File: config.mk
export PLATFORM = sky130hd
export DESIGN_NAME = ctl_i2c_regbank
export DESIGN_NICKNAME = d
export VERILOG_FILES = /design/src/rtl/ctl_i2c_pkg.sv /design/src/rtl/ctl_i2c_sync.sv /design/src/rtl/ctl_i2c_engine.sv /design/src/rtl/ctl_i2c_regfile.sv /design/src/rtl/ctl_i2c_regbank.sv
export SDC_FILE = /design/constraint.sdc
export NUM_CORES = 1
export LEC_CHECK = 0
export BUFFER_PORTS_ARGS = -buffer_cell sky130_fd_sc_hd__buf_2
export CORE_MARGIN = 1
export CORE_UTILIZATION = 40
export DETAILED_ROUTE_END_ITERATION = 16
export PLACE_DENSITY_LB_ADDON = 0.25
export SYNTH_ARGS = -nofsm -noshare
export SYNTH_HDL_FRONTEND = slang
export SYNTH_SLANG_ARGS = --single-unit
File: constraint.sdc
create_clock -name clk -period 7.98 [get_ports clk]
set_input_delay 1.596 -clock clk [delete_from_list [all_inputs] [get_ports clk]]
set_output_delay 1.596 -clock clk [all_outputs]
set_load 0.03 [all_outputs]
File: src/rtl/ctl_i2c_pkg.sv
package ctl_i2c_pkg;

    localparam int DW        = 9;   // register width
    localparam int RAW       = 7;   // register address width
    localparam int NSLOT     = 13;  // implemented storage slots
    localparam int SYNC_LEN  = 2;   // synchroniser depth
    localparam int CNTW      = 4;   // bit counter width
    localparam int FLATW     = NSLOT * DW;
    localparam logic [RAW-1:0] SWRST_ADDR  = 7'h0F;
    localparam logic [6:0]     HP_MUTE_LIM = 7'b0110000;

    typedef enum logic [2:0] {
        S_IDLE, S_RX, S_RX_ACK, S_TX, S_TX_ACK
    } eng_st_e;

    typedef enum logic [1:0] {
        P_DEV, P_HI, P_LO, P_END
    } eng_ph_e;

    typedef struct packed {
        eng_st_e          st;
        eng_ph_e          ph;
        logic [CNTW-1:0]  cnt;
        logic [7:0]       sh;
        logic             rw;
        logic [RAW-1:0]   ptr;
        logic             hib8;
        logic             oe;
        logic             second;
        logic             mack;
    } eng_t;

    function automatic logic [DW-1:0] slot_default(input int k);
        case (k)
            0, 1:    return 9'h097;
            2, 3:    return 9'h079;
            6:       return 9'h09F;
            7:       return 9'h00A;
            default: return '0;
        endcase
    endfunction

    // Maps a register address to a storage slot, -1 when not implemented.
    function automatic int addr_to_slot(input logic [RAW-1:0] a);
        if (a <= 7'd9)                 return int'(a);
        if (a >= 7'h10 && a <= 7'h12)  return int'(a) - 6;
        return -1;
    endfunction

endpackage

File: src/rtl/ctl_i2c_sync.sv
module ctl_i2c_sync
    import ctl_i2c_pkg::*;
(
    input  logic clk,
    input  logic rst_n,
    input  logic scl_i,
    input  logic sda_i,
    output logic scl_s,
    output logic sda_s,
    output logic scl_rise,
    output logic scl_fall,
    output logic start_det,
    output logic stop_det
);
    // Each line: SYNC_LEN stages plus one history stage for edge detection.
    logic [1:0]        pin;
    logic [SYNC_LEN:0] chain_q [2];
    logic [SYNC_LEN:0] chain_d [2];

    assign pin = {sda_i, scl_i};

    genvar g;
    generate
        for (g = 0; g < 2; g++) begin : g_line
            always_comb begin
                chain_d[g] = {chain_q[g][SYNC_LEN-1:0], pin[g]};
            end
            always_ff @(posedge clk or negedge rst_n) begin
                if (!rst_n) chain_q[g] <= '1;
                else        chain_q[g] <= chain_d[g];
            end
        end
    endgenerate

    logic scl_p, sda_p;
    assign scl_s = chain_q[0][SYNC_LEN-1];
    assign scl_p = chain_q[0][SYNC_LEN];
    assign sda_s = chain_q[1][SYNC_LEN-1];
    assign sda_p = chain_q[1][SYNC_LEN];

    assign scl_rise  =  scl_s & ~scl_p;
    assign scl_fall  = ~scl_s &  scl_p;
    assign start_det =  scl_s &  scl_p &  sda_p & ~sda_s;
    assign stop_det  =  scl_s &  scl_p & ~sda_p &  sda_s;
endmodule

File: src/rtl/ctl_i2c_engine.sv
module ctl_i2c_engine
    import ctl_i2c_pkg::*;
(
    input  logic           clk,
    input  logic           rst_n,
    input  logic [6:0]     dev_addr,
    input  logic           sda_s,
    input  logic           scl_rise,
    input  logic           scl_fall,
    input  logic           start_det,
    input  logic           stop_det,
    input  logic [DW-1:0]  rd_data,
    output logic [RAW-1:0] ptr_o,
    output logic           wr_en_o,
    output logic [DW-1:0]  wr_data_o,
    output logic           sda_oe
);
    eng_t q, n;

    always_comb begin
        n       = q;
        wr_en_o = 1'b0;
        if (stop_det) begin
            n.st = S_IDLE;
            n.oe = 1'b0;
        end else if (start_det) begin
            n.st  = S_RX;
            n.ph  = P_DEV;
            n.cnt = '0;
            n.oe  = 1'b0;
        end else begin
            unique case (q.st)
                S_RX: begin
                    if (scl_rise && q.cnt != CNTW'(8)) begin
                        n.sh  = {q.sh[6:0], sda_s};
                        n.cnt = q.cnt + 1'b1;
                    end else if (scl_fall && q.cnt == CNTW'(8)) begin
                        n.cnt = '0;
                        unique case (q.ph)
                            P_DEV: begin
                                if (q.sh[7:1] == dev_addr) begin
                                    n.st = S_RX_ACK;
                                    n.oe = 1'b1;
                                    n.rw = q.sh[0];
                                    n.ph = P_HI;
                                end else begin
                                    n.st = S_IDLE;
                                end
                            end
                            P_HI: begin
                                n.ptr  = q.sh[7:1];
                                n.hib8 = q.sh[0];
                                n.st   = S_RX_ACK;
                                n.oe   = 1'b1;
                                n.ph   = P_LO;
                            end
                            P_LO: begin
                                wr_en_o = 1'b1;
                                n.st    = S_RX_ACK;
                                n.oe    = 1'b1;
                                n.ph    = P_END;
                            end
                            default: n.st = S_IDLE;
                        endcase
                    end
                end
                S_RX_ACK: begin
                    if (scl_fall) begin
                        n.oe = 1'b0;
                        if (q.ph == P_END) begin
                            n.st = S_IDLE;
                        end else if (q.ph == P_HI && q.rw) begin
                            n.st     = S_TX;
                            n.sh     = rd_data[7:0];
                            n.oe     = ~rd_data[7];
                            n.second = 1'b0;
                            n.cnt    = '0;
                        end else begin
                            n.st = S_RX;
                        end
                    end
                end
                S_TX: begin
                    if (scl_fall) begin
                        if (q.cnt == CNTW'(7)) begin
                            n.oe = 1'b0;
                            n.st = S_TX_ACK;
                        end else begin
                            n.sh  = {q.sh[6:0], 1'b0};
                            n.oe  = ~q.sh[6];
                            n.cnt = q.cnt + 1'b1;
                        end
                    end
                end
                S_TX_ACK: begin
                    if (scl_rise) n.mack = ~sda_s;
                    if (scl_fall) begin
                        if (q.mack && !q.second) begin
                            n.st     = S_TX;
                            n.second = 1'b1;
                            n.sh     = {7'b0, rd_data[8]};
                            n.oe     = 1'b1;
                            n.cnt    = '0;
                        end else begin
                            n.st = S_IDLE;
                        end
                    end
                end
                default: ;
            endcase
        end
    end

    always_ff @(posedge clk or negedge rst_n) begin
        if (!rst_n) begin
            q <= '{st: S_IDLE, ph: P_DEV, cnt: '0, sh: '0, rw: 1'b0,
                   ptr: '0, hib8: 1'b0, oe: 1'b0, second: 1'b0, mack: 1'b0};
        end else begin
            q <= n;
        end
    end

    assign ptr_o     = q.ptr;
    assign wr_data_o = {q.hib8, q.sh};
    assign sda_oe    = q.oe;
endmodule

File: src/rtl/ctl_i2c_regfile.sv
module ctl_i2c_regfile
    import ctl_i2c_pkg::*;
(
    input  logic             clk,
    input  logic             rst_n,
    input  logic             wr_en,
    input  logic [RAW-1:0]   addr,
    input  logic [DW-1:0]    wr_data,
    output logic [DW-1:0]    rd_data,
    output logic [FLATW-1:0] flat_o,
    output logic             mute_l_o,
    output logic             mute_r_o
);
    logic [DW-1:0] regs_q [NSLOT];
    logic [DW-1:0] regs_d [NSLOT];
    int            slot;

    always_comb begin
        slot = addr_to_slot(addr);
        for (int k = 0; k < NSLOT; k++) regs_d[k] = regs_q[k];
        if (wr_en) begin
            if (addr == SWRST_ADDR) begin
                for (int k = 0; k < NSLOT; k++) regs_d[k] = slot_default(k);
            end else if (slot >= 0) begin
                regs_d[slot] = wr_data;
                // volume pairs 0/1 and 2/3 load both channels on bit 8
                if (slot < 4 && wr_data[DW-1]) regs_d[slot ^ 1] = wr_data;
            end
        end
        rd_data = (slot >= 0) ? regs_q[slot] : '0;
    end

    genvar g;
    generate
        for (g = 0; g < NSLOT; g++) begin : g_slot
            always_ff @(posedge clk or negedge rst_n) begin
                if (!rst_n) regs_q[g] <= slot_default(g);
                else        regs_q[g] <= regs_d[g];
            end
            assign flat_o[g*DW +: DW] = regs_q[g];
        end
    endgenerate

    assign mute_l_o = regs_q[2][6:0] < HP_MUTE_LIM;
    assign mute_r_o = regs_q[3][6:0] < HP_MUTE_LIM;
endmodule

File: src/rtl/ctl_i2c_regbank.sv
module ctl_i2c_regbank
    import ctl_i2c_pkg::*;
#(
    parameter logic [6:0] DEV_BASE = 7'b0011010
) (
    input  logic             clk,
    input  logic             rst_n,
    input  logic             addr_sel,
    input  logic             scl_i,
    input  logic             sda_i,
    output logic             sda_oe,
    output logic [FLATW-1:0] reg_flat_o,
    output logic             hp_mute_l_o,
    output logic             hp_mute_r_o
);
    logic           scl_s, sda_s, scl_rise, scl_fall, start_det, stop_det;
    logic           wr_en;
    logic [RAW-1:0] wr_addr;
    logic [DW-1:0]  wr_data, rd_data;
    logic [6:0]     dev_addr;

    assign dev_addr = DEV_BASE | {6'b0, addr_sel};

    ctl_i2c_sync u_sync (
        .clk(clk), .rst_n(rst_n), .scl_i(scl_i), .sda_i(sda_i),
        .scl_s(scl_s), .sda_s(sda_s), .scl_rise(scl_rise), .scl_fall(scl_fall),
        .start_det(start_det), .stop_det(stop_det)
    );

    ctl_i2c_engine u_eng (
        .clk(clk), .rst_n(rst_n), .dev_addr(dev_addr), .sda_s(sda_s),
        .scl_rise(scl_rise), .scl_fall(scl_fall), .start_det(start_det),
        .stop_det(stop_det), .rd_data(rd_data), .ptr_o(wr_addr),
        .wr_en_o(wr_en), .wr_data_o(wr_data), .sda_oe(sda_oe)
    );

    ctl_i2c_regfile u_rf (
        .clk(clk), .rst_n(rst_n), .wr_en(wr_en), .addr(wr_addr),
        .wr_data(wr_data), .rd_data(rd_data), .flat_o(reg_flat_o),
        .mute_l_o(hp_mute_l_o), .mute_r_o(hp_mute_r_o)
    );
endmodule

After elaboration in Yosys (flattened, before gate mapping)
Index checks and enable logic that the tools add are counted.
{ "op_classes": {"eq_ne": 39, "mux": 68, "bitwise": 19, "n_reduce_logical": 29, "n_addsub": 2, "magnitude_cmp": 11} }
{ "op_table": {"columns": ["cell", "count"], "rows": [
  ["2-to-1 mux 117 bit", 3],
  ["bitwise mux 117 bit", 2],
  ["2-to-1 mux 32 bit", 3],
  ["2-to-1 mux 12 bit", 7],
  ["demux 9 bit (select 4 bit)", 2],
  ["greater-or-equal comparator 32 x 5 -> 1 bit (second input constant)", 2],
  ["less-than comparator 32 x 1 -> 1 bit (second input constant)", 2],
  ["inverter 32 bit", 2],
  ["2-to-1 mux 9 bit", 7],
  ["case mux 12 bit (4 select lines)", 1],
  ["binary-select mux 9 bit (select 4 bit)", 1],
  ["greater-or-equal comparator 32 x 1 -> 1 bit (second input constant)", 1],
  ["less-than comparator 32 x 4 -> 1 bit (second input constant)", 1],
  ["inequality test 4 x 3 -> 1 bit (second input constant)", 6],
  ["2-to-1 mux 2 bit", 11],
  ["inequality test 3 x 2 -> 1 bit (second input constant)", 6],
  ["2-to-1 mux 1 bit", 16],
  ["2-to-1 mux 3 bit", 5],
  ["less-than comparator 7 x 6 -> 1 bit (second input constant)", 2],
  ["AND reduction 7 bit", 2],
  ["inequality test 2 x 1 -> 1 bit (second input constant)", 6],
  ["case mux 3 bit (4 select lines)", 1],
  ["AND reduction 6 bit", 2],
  ["AND reduction 11 bit", 1],
  ["other kinds (43)", 76]
]} }
{ "word_totals": {"word_cells": 193, "regBits": 152, "out_inout_bits": 120, "input_bits": 5} }

Longest topological paths before layout
Gate-level depths: netlist of run 1.
{ "logic_depth": {"depth_word": 18, "depth_mapped": 13, "depth_no_buf": 9} }

Cells and area by module
A second synthesis of run 1 with hierarchy kept.
{ "unflattened": {"cells_unflattened": 856, "hier_area_um2": 8279.2} }
{ "by_module_without_submodules": {"columns": ["module", "instances", "seq_area_each_um2", "cells_each", "area_each_um2"], "rows": [
  ["ctl_i2c_regfile", 1, 2962.8, 638, 6053.3],
  ["ctl_i2c_engine", 1, 725.7, 206, 2028.2],
  ["ctl_i2c_sync", 1, 157.7, 10, 190.2],
  ["ctl_i2c_regbank", 1, 0.0, 2, 7.5]
]} }

Worst setup path before layout of run 1
OpenSTA, ideal clock, no wires.
{ "synth_timing": {"path_kind": "register -> register", "from": "register u_eng.q, in the netlist u_eng.ptr_o[1]", "to": "register u_rf.regs_q, in the netlist u_rf.flat_o[69]", "path_stages_with_launch": 13, "required_ps": 7848, "t_arrival_ps": 2591, "path_buffers": 3, "path_slack_ps": 5257, "cell_sequence": "dfrtp_1 clkbuf_8 inv_1 ha_1 buf_6 a21boi_2 o31a_1 o311a_1 and2_1 nand3_1 buf_2 mux2i_1 nor2_1"} }
{ "synth_between": {"elab_chain_len": 16, "word_cells_on_any_way": 36, "classes_between": "1 x add/sub; 9 x order compare; 1 x eq/ne; 16 x mux; 3 x bitwise; 6 x reduce/logical"} }
{ "synth_lines": {"columns": ["element", "line", "source"], "rows": [
  ["start, declared", "ctl_i2c_engine.sv:18", "eng_t q, n;"],
  ["start signal, assigned", "ctl_i2c_engine.sv:116", "q <= '{st: S_IDLE, ph: P_DEV, cnt: '0, sh: '0, rw: 1'b0,"],
  ["start signal, assigned", "ctl_i2c_engine.sv:119", "q <= n;"],
  ["greater-or-equal comparator 7 x 5 -> 1 bit / <= comparator 7 x 5 -> 1 bit (equally long branches)", "ctl_i2c_pkg.sv:46", "if (a >= 7'h10 && a <= 7'h12) return int'(a) - 6;"],
  ["logical AND 1 bit", "ctl_i2c_pkg.sv:46", null],
  ["2-to-1 mux 1 bit (2 in a row)", "ctl_i2c_pkg.sv:46", null],
  ["2-to-1 mux 32 bit", "ctl_i2c_pkg.sv:47", "return -1;"],
  ["2-to-1 mux 32 bit", "ctl_i2c_pkg.sv:46", null],
  ["inverter 32 bit (implied by the code) / inverter 1 bit (equally long branches)", null, null],
  ["greater-or-equal comparator 32 x 5 -> 1 bit (implied by the code) (tied with other cells)", "ctl_i2c_regfile.sv:25", "regs_d[slot] = wr_data;"],
  ["logical AND 1 bit (implied by the code) (tied with other cells)", "ctl_i2c_regfile.sv:25", null],
  ["2-to-1 mux 9 bit (implied by the code) / logical AND 1 bit (equally long branches)", "ctl_i2c_regfile.sv:25, ctl_i2c_regfile.sv:27", null],
  ["demux 9 bit (select 4 bit) / 2-to-1 mux 9 bit (equally long branches)", "ctl_i2c_regfile.sv:25, ctl_i2c_regfile.sv:27", null],
  ["bitwise mux 117 bit / demux 9 bit (select 4 bit) (equally long branches)", "ctl_i2c_regfile.sv:25, ctl_i2c_regfile.sv:27", null],
  ["bitwise mux 117 bit", "ctl_i2c_regfile.sv:27", "if (slot < 4 && wr_data[DW-1]) regs_d[slot ^ 1] = wr_data;"],
  ["2-to-1 mux 117 bit", "ctl_i2c_regfile.sv:27", null],
  ["2-to-1 mux 117 bit", "ctl_i2c_regfile.sv:24", "end else if (slot >= 0) begin"],
  ["2-to-1 mux 117 bit", "ctl_i2c_regfile.sv:22", "if (addr == SWRST_ADDR) begin"],
  ["end signal, assigned by index", "ctl_i2c_regfile.sv:37", "if (!rst_n) regs_q[g] <= slot_default(g);"],
  ["end signal, assigned by index", "ctl_i2c_regfile.sv:38", "else regs_q[g] <= regs_d[g];"],
  ["end, declared", "ctl_i2c_regfile.sv:14", "logic [DW-1:0] regs_q [NSLOT];"]
]} }
Several ways; a longest one is shown, not always the timed one. The select of a mux whose other input is x is not followed.
A chain may end at the register's enable or synchronous reset.

Final worst setup path of run 1
{ "layout_timing": {"from": "register u_eng.q, in the netlist u_eng.ptr_o[1]", "to": "register u_rf.regs_q, in the netlist u_rf.flat_o[49]"} }
The elaborated chain is that of the path after synthesis.

==> metrics, run 1 <==
Ports=125; EDFF count, synth=0; die area=0.0211 sq mm; fraction of layout cells with a size suffix above 1=a little over a quarter; endpoints failing setup=0; sequential area share after synthesis=46.9%; post-synth top area cell=dfrtp_1; Via density=5.85; Routed Antenna Nets=0; Critical Path AT=4.42 ns; Root Buffer=clkbuf_16; CP startpoint kind=register; ANT cells=0; DR WL/cell=around 21 um; asr flop ratio synth=between 90% and 100%; Worst-Margin Slew=roughly 0.95 ns; Synth Area per Inst=9.75 sq um; r2r startpoint=u_eng.ptr_o[1]$_DFFE_PN0P_; first-pass GRT wire length=40.1 mm; initial core utilization=about 40%; Max Buffers Root-to-Sink=2; Sum Neg Setup Slack=0 ns; Ys Warns=0; Clock Latency Late Sink=0.44 ns; Synth Register Bits=152; Detailed Route Iter0 Violations=657; final hold violations=0; synth top area cells=dfrtp_1, dfstp_2, mux2i_1; placed cell area=0.00883 sq mm; clk slew on worst S/H paths=0.06 ns; GRT Overall Usage=24.8%; IO buf count=124; Final period util=51.7%; CTS sink cnt=about 150; Min-Delay Path Class=reg2reg; Finished Cell Area=0.00942 sq mm; critical path class=reg2reg; Core Box Area=around 0.020 sq mm; Setup Fix Bufs, Post-CTS=0; CTS Buf Count=17; r2r endpoint=u_rf.flat_o[49]$_DFFE_PN0P_; fin util=between 40% and 50%; site row count=52; worst vdd ir=approximately 150 uV; CP required=8.27 ns; Pre-antenna DRT Iters=7; Netlist cell types=71; largest net degree at the start of global routing=96; HPWL after DPL=17.7 mm; initial antenna violation count=0; Routed Wire Length=25.8 mm; die outline width=145 um; Max transition margin=about 36%; PwrDens=approximately 210 mW/mm^2; Hold EP=u_sync.scl_s$_DFF_PN1_; routed via count=just over 7000; leak pwr=4.75 nW; crit path time final=4.13 ns; status=complete, no violations; CP Max Fanout=15; CTS tree=built; Post-CTS Resized=0; Placer Congestion=0.961; mapped cell area=between 0.008 and 0.009 sq mm; Cells after Synth=841; Post-layout nets=938; Fmax achieved=between 200 and 250 MHz; area share of the largest cell type after synthesis=36.0%; Slew Viols, Final=0; Synth Flop Type=dfrtp_1; RSZ-0062 raised after global routing=no; grt total ovfl=0; reg2reg setup slack=roughly 3.9 ns; clk_skew=~0.012 ns; worst reg-to-reg path cell count=9; hold_sp=u_sync.chain_d[4]$_DFF_PN1_; worst hold stages=0; hold buffers post-CTS=0; max-cap violations=0; Die Ht=145 um; Syn-to-layout area delta=14.9%; DRC viols=0; vias in the first global route=6824; H-tree levels=4; crit path capture type=register; syn nets=856
cell families (layout without fill, tap and decap cells):
family,after synthesis,count (layout),synth area share [%]
and+or+nand+nor,286,286,16.4
AOI/OAI and AO/OA,225,225,19.3
muxes,78,78,9.80
adders and majority gates,10,10,1.53
xor gates and xnor gates,4,4,0.427
buffers and inverters,86,181,5.60
DFF,152,152,46.9
stage by stage:
| step | setup slack (ns) | hold WS [ns] | power [W] | instances |
|---|---|---|---|---|
| global placement | 4.08 | 0.348 | 0.00115 | 1174 |
| finish | 3.85 | 0.361 | 0.00195 | 1206 |
| floorplan | 5.26 | 0.345 | 0.00105 | 841 |
| detailed placement | 3.97 | 0.352 | 0.00115 | 1174 |
| CTS | 3.95 | 0.365 | 0.00196 | 1206 |
| global route | 3.48 | 0.367 | 0.00203 | 1206 |
area by class of cell:
cell class | instances | area (sq um)
Tap cell | 270 | 338
Clock inverter | 10 | 118
Timing Repair Buffer | 131 | 679
Inverter | 18 | 67.6
Sequential cell | 152 | 3850
Fill cell | 1961 | 10700
Clock buffer | 22 | 474
Multi-Input combinational cell | 603 | 3900
Yosys cell counts (all sizes together) (2+ instances only):
cell type	instances
mux2i	60
o21ai	43
a32o	2
o31ai	7
a22oi	8
nand2	80
o22a	18
a31o	2
o2111a	2
dfstp	34
nor4	3
o22ai	9
nand4b	2
a21oi	58
nor3	29
a21o	5
ha	10
nor2b	3
a32oi	2
a211oi	9
and3	6
and2	4
o2111ai	3
mux2	18
o221ai	20
inv	18
nor3b	7
xnor2	4
a31oi	5
o21a	5
or3	3
nor2	92
a221o	6
dfrtp	118
o211ai	12
nand3	41
nand2b	7
nand4	2
buf	33
nand3b	3
clkbuf	35
cell usage in the layout, fill, tap and decap left out, drive strengths merged, types with 6 or more instances in the layout:
cell,n
nand2,80
nand2b,7
inv,20
mux2,18
buf,131
clkbuf,22
o221ai,20
ha,10
a21oi,58
o22ai,9
nand3,41
mux2i,60
nor3b,7
o22a,18
nor3,29
o211ai,12
a211oi,9
a221o,6
a22oi,8
o31ai,7
and3,6
o21ai,43
nor2,92
dfrtp,118
dfstp,34
worst max-delay path by stage:
stage,cells after the start,to,slack (ns),startpoint
global route,9,u_rf.flat_o[48]$_DFFE_PN0P_,3.48,u_eng.ptr_o[1]$_DFFE_PN0P_
finish,9,u_rf.flat_o[49]$_DFFE_PN0P_,3.85,u_eng.ptr_o[1]$_DFFE_PN0P_
detailed placement,9,u_rf.flat_o[49]$_DFFE_PN0P_,3.97,u_eng.ptr_o[1]$_DFFE_PN0P_
global placement,9,u_rf.flat_o[69]$_DFFE_PN0P_,4.08,u_eng.ptr_o[1]$_DFFE_PN0P_
floorplan,12,u_rf.flat_o[69]$_DFFE_PN0P_,5.26,u_eng.ptr_o[1]$_DFFE_PN0P_
CTS,9,u_rf.flat_o[49]$_DFFE_PN0P_,3.95,u_eng.ptr_o[1]$_DFFE_PN0P_
layer usage:
layer	global-route usage [%]	vias to the layer above	routed length, um
met5	0	-	0
met4	8.32	0	564
met3	4.87	42	1590
met2	39.3	265	12200
met1	34.1	3524	11400
li1	-	3228	-
worst max-delay path: stages (launching register included):
cell      delay (ns)
dfrtp_1         0.54
inv_1           0.26
ha_1            0.37
a21boi_2        0.39
o211ai_1        0.16
a221oi_2        0.78
and2_1          0.56
nand3_1         0.55
mux2i_1         0.32
nor2_1          0.06
where the power goes:
group	internal, W	switching [W]	leakage, nW
Sequential	0.000802	0.000112	1.99
Combinational	0.0000841	0.000140	2.47
Clock	0.000487	0.000330	0.291
state kept, by name (all words and copies together), names as in the netlist:
name / cells
u_sync.chain_q: 2
u_eng.wr_data_o: 9
u_eng.q: 12
u_eng.ptr_o: 7
u_sync.sda_s: 1
u_sync.scl_s: 1
u_eng.sda_oe: 1
u_rf.flat_o: 117
u_sync.chain_d: 2
Power figures use the tool's default switching activity.
==> run 2, diff against run 1 <==
Clock period 7.98 ns to 3.71 ns, I/O delays scaled along.
==> run 2 against run 1 <==
  * Critical path depth is 1 higher
  * Setup slack got worse by 3.3 ns
  * Clock skew shrank 0.0028 ns
  * Die area is the same
  * First-iteration DRC count down 3.7%
  * Sequential share of layout area decreased by 0.77 points
  * Register-to-register slack got worse by 3.3 ns
  * Sequential power rose by 120%
  * Cell area up 1.9%
  * Power up 120%
  * Count of clock-buffer cells in the layout up 4
  * Largest power group unchanged
==> metrics, run 2 (synthesis results as in run 1) <==
first-pass GRT wire length=41.0 mm (was 40.1 mm); Setup Fix Bufs, Post-CTS=0 (unchanged); ANT cells=0 (unchanged); CP Capture Point=u_rf.flat_o[65]$_DFFE_PN0P_ (was u_rf.flat_o[49]$_DFFE_PN0P_); die area=0.0211 sq mm (unchanged); CP max stage cell=nand3_1 (was a221oi_2); critical path cell sequence=inv_1 > ha_1 > a21boi_2 > o31a_1 > o311a_1 > and2_1 > nand3_1 > buf_4 > nand3_1 > o21ai_0 (was inv_1 > ha_1 > a21boi_2 > o211ai_1 > a221oi_2 > and2_1 > nand3_1 > mux2i_1 > nor2_1); Finished Cell Area=0.00960 sq mm (was 0.00942 sq mm); critical path class=reg2reg (unchanged); clk slew on worst S/H paths=0.06 ns (about the same); Post-CTS Resized=0 (unchanged); site row count=52 (unchanged); Final period util=86.1% (was 51.7%); Die Ht=145 um (unchanged); Min-Delay Path Class=in2async (was reg2reg); hold buffers post-CTS=0 (unchanged); Critical Path AT=3.48 ns (was 4.42 ns); grt total ovfl=0 (unchanged); reg2reg setup slack=0.52 ns (was 3.85 ns); Critical Path Most Common Cell=nand3_1; clk_skew=0.00935 ns (was 0.0122 ns); Syn-to-layout area delta=17.1% (was 14.9%); crit path capture type=register (unchanged); Sequential Area=0.00385 sq mm (unchanged); DR WL/cell=21.5 um (was 21.4 um); worst reg-to-reg path cell count=10 (was 9); initial core utilization=40.7% (unchanged); final hold violations=0 (unchanged); CP Max Fanout=10 (was 15); part of the power in combinational logic=12.1% (was 11.5%); Placer Congestion=0.894 (was 0.961); largest net degree at the start of global routing=76 (was 96); Pre-antenna DRT Iters=5 (was 7); Fmax achieved=313 MHz (was 242 MHz); Core Box Area=0.0202 sq mm (unchanged); area occupied by multi-input gates=0.00390 sq mm (unchanged); Post-layout nets=957 (was 938); CP required=4.00 ns (was 8.27 ns); CTS sink cnt=152 (unchanged); DRC viols=0 (unchanged); leak pwr=4.85 nW (was 4.75 nW); CP startpoint kind=register (unchanged); H-tree levels=4 (unchanged); switching portion of total power=30.3% (was 29.8%); PwrDens=440 mW/mm^2 (was 207 mW/mm^2); Max Buffers Root-to-Sink=2 (unchanged); Worst-Margin Slew=0.833 ns (was 0.953 ns); Ports=125 (unchanged); Sum Neg Setup Slack=0 ns (unchanged); status=complete, no violations (unchanged); Int Power=0.00294 W (was 0.00137 W); Routed Antenna Nets=0 (unchanged); commonest non-fill, non-tap cell in the layout=buf_2 (unchanged); die outline width=145 um (unchanged); fillcell total=1903 (was 1961); routed via count=7196 (was 7059); max-cap violations=0 (unchanged); critical path launch point=u_eng.ptr_o[1]$_DFFE_PN0P_ (unchanged); Finished Layout Cells=1225 (was 1206); Clock Latency Late Sink=0.43 ns (was 0.44 ns); crit-path max cell delay=0.46 ns (was 0.78 ns); vias in the first global route=6980 (was 6824); clock power share=41.2% (was 41.8%); fraction of layout cells with a size suffix above 1=27.7% (was 26.5%); Slew Viols, Final=0 (unchanged); endpoints failing setup=0 (unchanged); r2r startpoint=u_eng.ptr_o[1]$_DFFE_PN0P_ (unchanged); placed cell area=0.00901 sq mm (was 0.00883 sq mm); NetSw=0.00128 W (was 0.000581 W); dpl cells=1193 (was 1174); CTS tree=built (unchanged); r2r endpoint=u_rf.flat_o[65]$_DFFE_PN0P_ (was u_rf.flat_o[49]$_DFFE_PN0P_); Detailed Route Iter0 Violations=633 (was 657); fin util=47.6% (was 46.7%); Max transition margin=44.5% (was 36.5%); max reg flops=117 (unchanged); CTS Buf Count=17 (unchanged); Via density=5.87 (was 5.85); IO buf count=124 (unchanged); Reg power frac=46.6% (was 46.8%); crit path time final=3.19 ns (was 4.13 ns); worst vdd ir=333 uV (was 152 uV); most frequent cells in the layout=buf_2, dfrtp_1, nor2_1, nand2_1, mux2i_1 (unchanged); RSZ-0062 raised after global routing=no (unchanged); Root Buffer=clkbuf_16 (unchanged); final-layout worst hold slack=0.332 ns (was 0.361 ns); initial antenna violation count=0 (unchanged); HPWL after DPL=18.2 mm (was 17.7 mm); GRT Overall Usage=25.4% (was 24.8%); Routed Wire Length=26.3 mm (was 25.8 mm)
==> run 2: changes by cell type in the layout (fill, tap and decap cells not counted), sizes merged <==
| cell | previous run | this run |
|---|---|---|
| clkbuf | 22 | 26 |
| clkinv | 5 | 2 |
| bufinv | 2 | 0 |
| buf | 131 | 150 |
| inv | 20 | 21 |
==> run 2: worst max-delay path, delay by kind of cell, from the launching register on <==
family	cells	cell delay [ns]
fa+ha+maj	1	0.38
buf+inv	2	0.51
flops	1	0.37
simple gates	3	0.74
compound gates	4	1.05
==> run 2: worst min path at each step <==
| stage | endpoint | slack [ns] | cells after the start |
|---|---|---|---|
| after floorplan | u_sync.scl_s$_DFF_PN1_ | 0.35 | 0 |
| after global placement | u_sync.sda_s$_DFF_PN1_ | 0.35 | 0 |
| after detailed placement | u_sync.sda_s$_DFF_PN1_ | 0.35 | 0 |
| after CTS | u_eng.q[23]$_DFFE_PN0P_ | 0.36 | 1 |
| after global routing | u_sync.sda_s$_DFF_PN1_ | 0.36 | 0 |
| final | u_eng.q[23]$_DFFE_PN0P_ | 0.33 | 1 |
==> run 2: stage by stage <==
| stage | total power (W) | setup slack, ns |
|---|---|---|
| finish | 0.00422 | 0.516 |
| detailed placement | 0.00250 | 0.543 |
| floorplan | 0.00225 | 0.987 |
| global route | 0.00438 | 0.369 |
| global placement | 0.00250 | 0.535 |
| CTS | 0.00424 | 0.514 |
==> run 2: metal layers <==
metal  track usage [%]  part of all wire [%]  vias to the layer above
met2              38.9                    46                      309
met5                 0                     0                        -
met3              4.56                   6.5                       58
met4              11.4                   2.9                        0
li1                  -                     -                     3269
met1              35.0                    44                     3560
==> run 2: final cells by class <==
type,count,share of cell area [%]
Multi-Input combinational cell,603,40.6
Sequential cell,152,40.1
Timing Repair Buffer,150,8.95
Clock buffer,26,5.66
Tap cell,270,3.52
Inverter,18,0.704
Clock inverter,6,0.508
==> run 2: power by group through the flow <==
stage               Sequential [W]  Clock [W]  Combinational [W]
detailed placement         0.00199          0           0.000506
global placement           0.00200          0           0.000501
finish                     0.00197    0.00174           0.000512
floorplan                  0.00180          0           0.000452
CTS                        0.00196    0.00176           0.000510
global route               0.00198    0.00183           0.000571
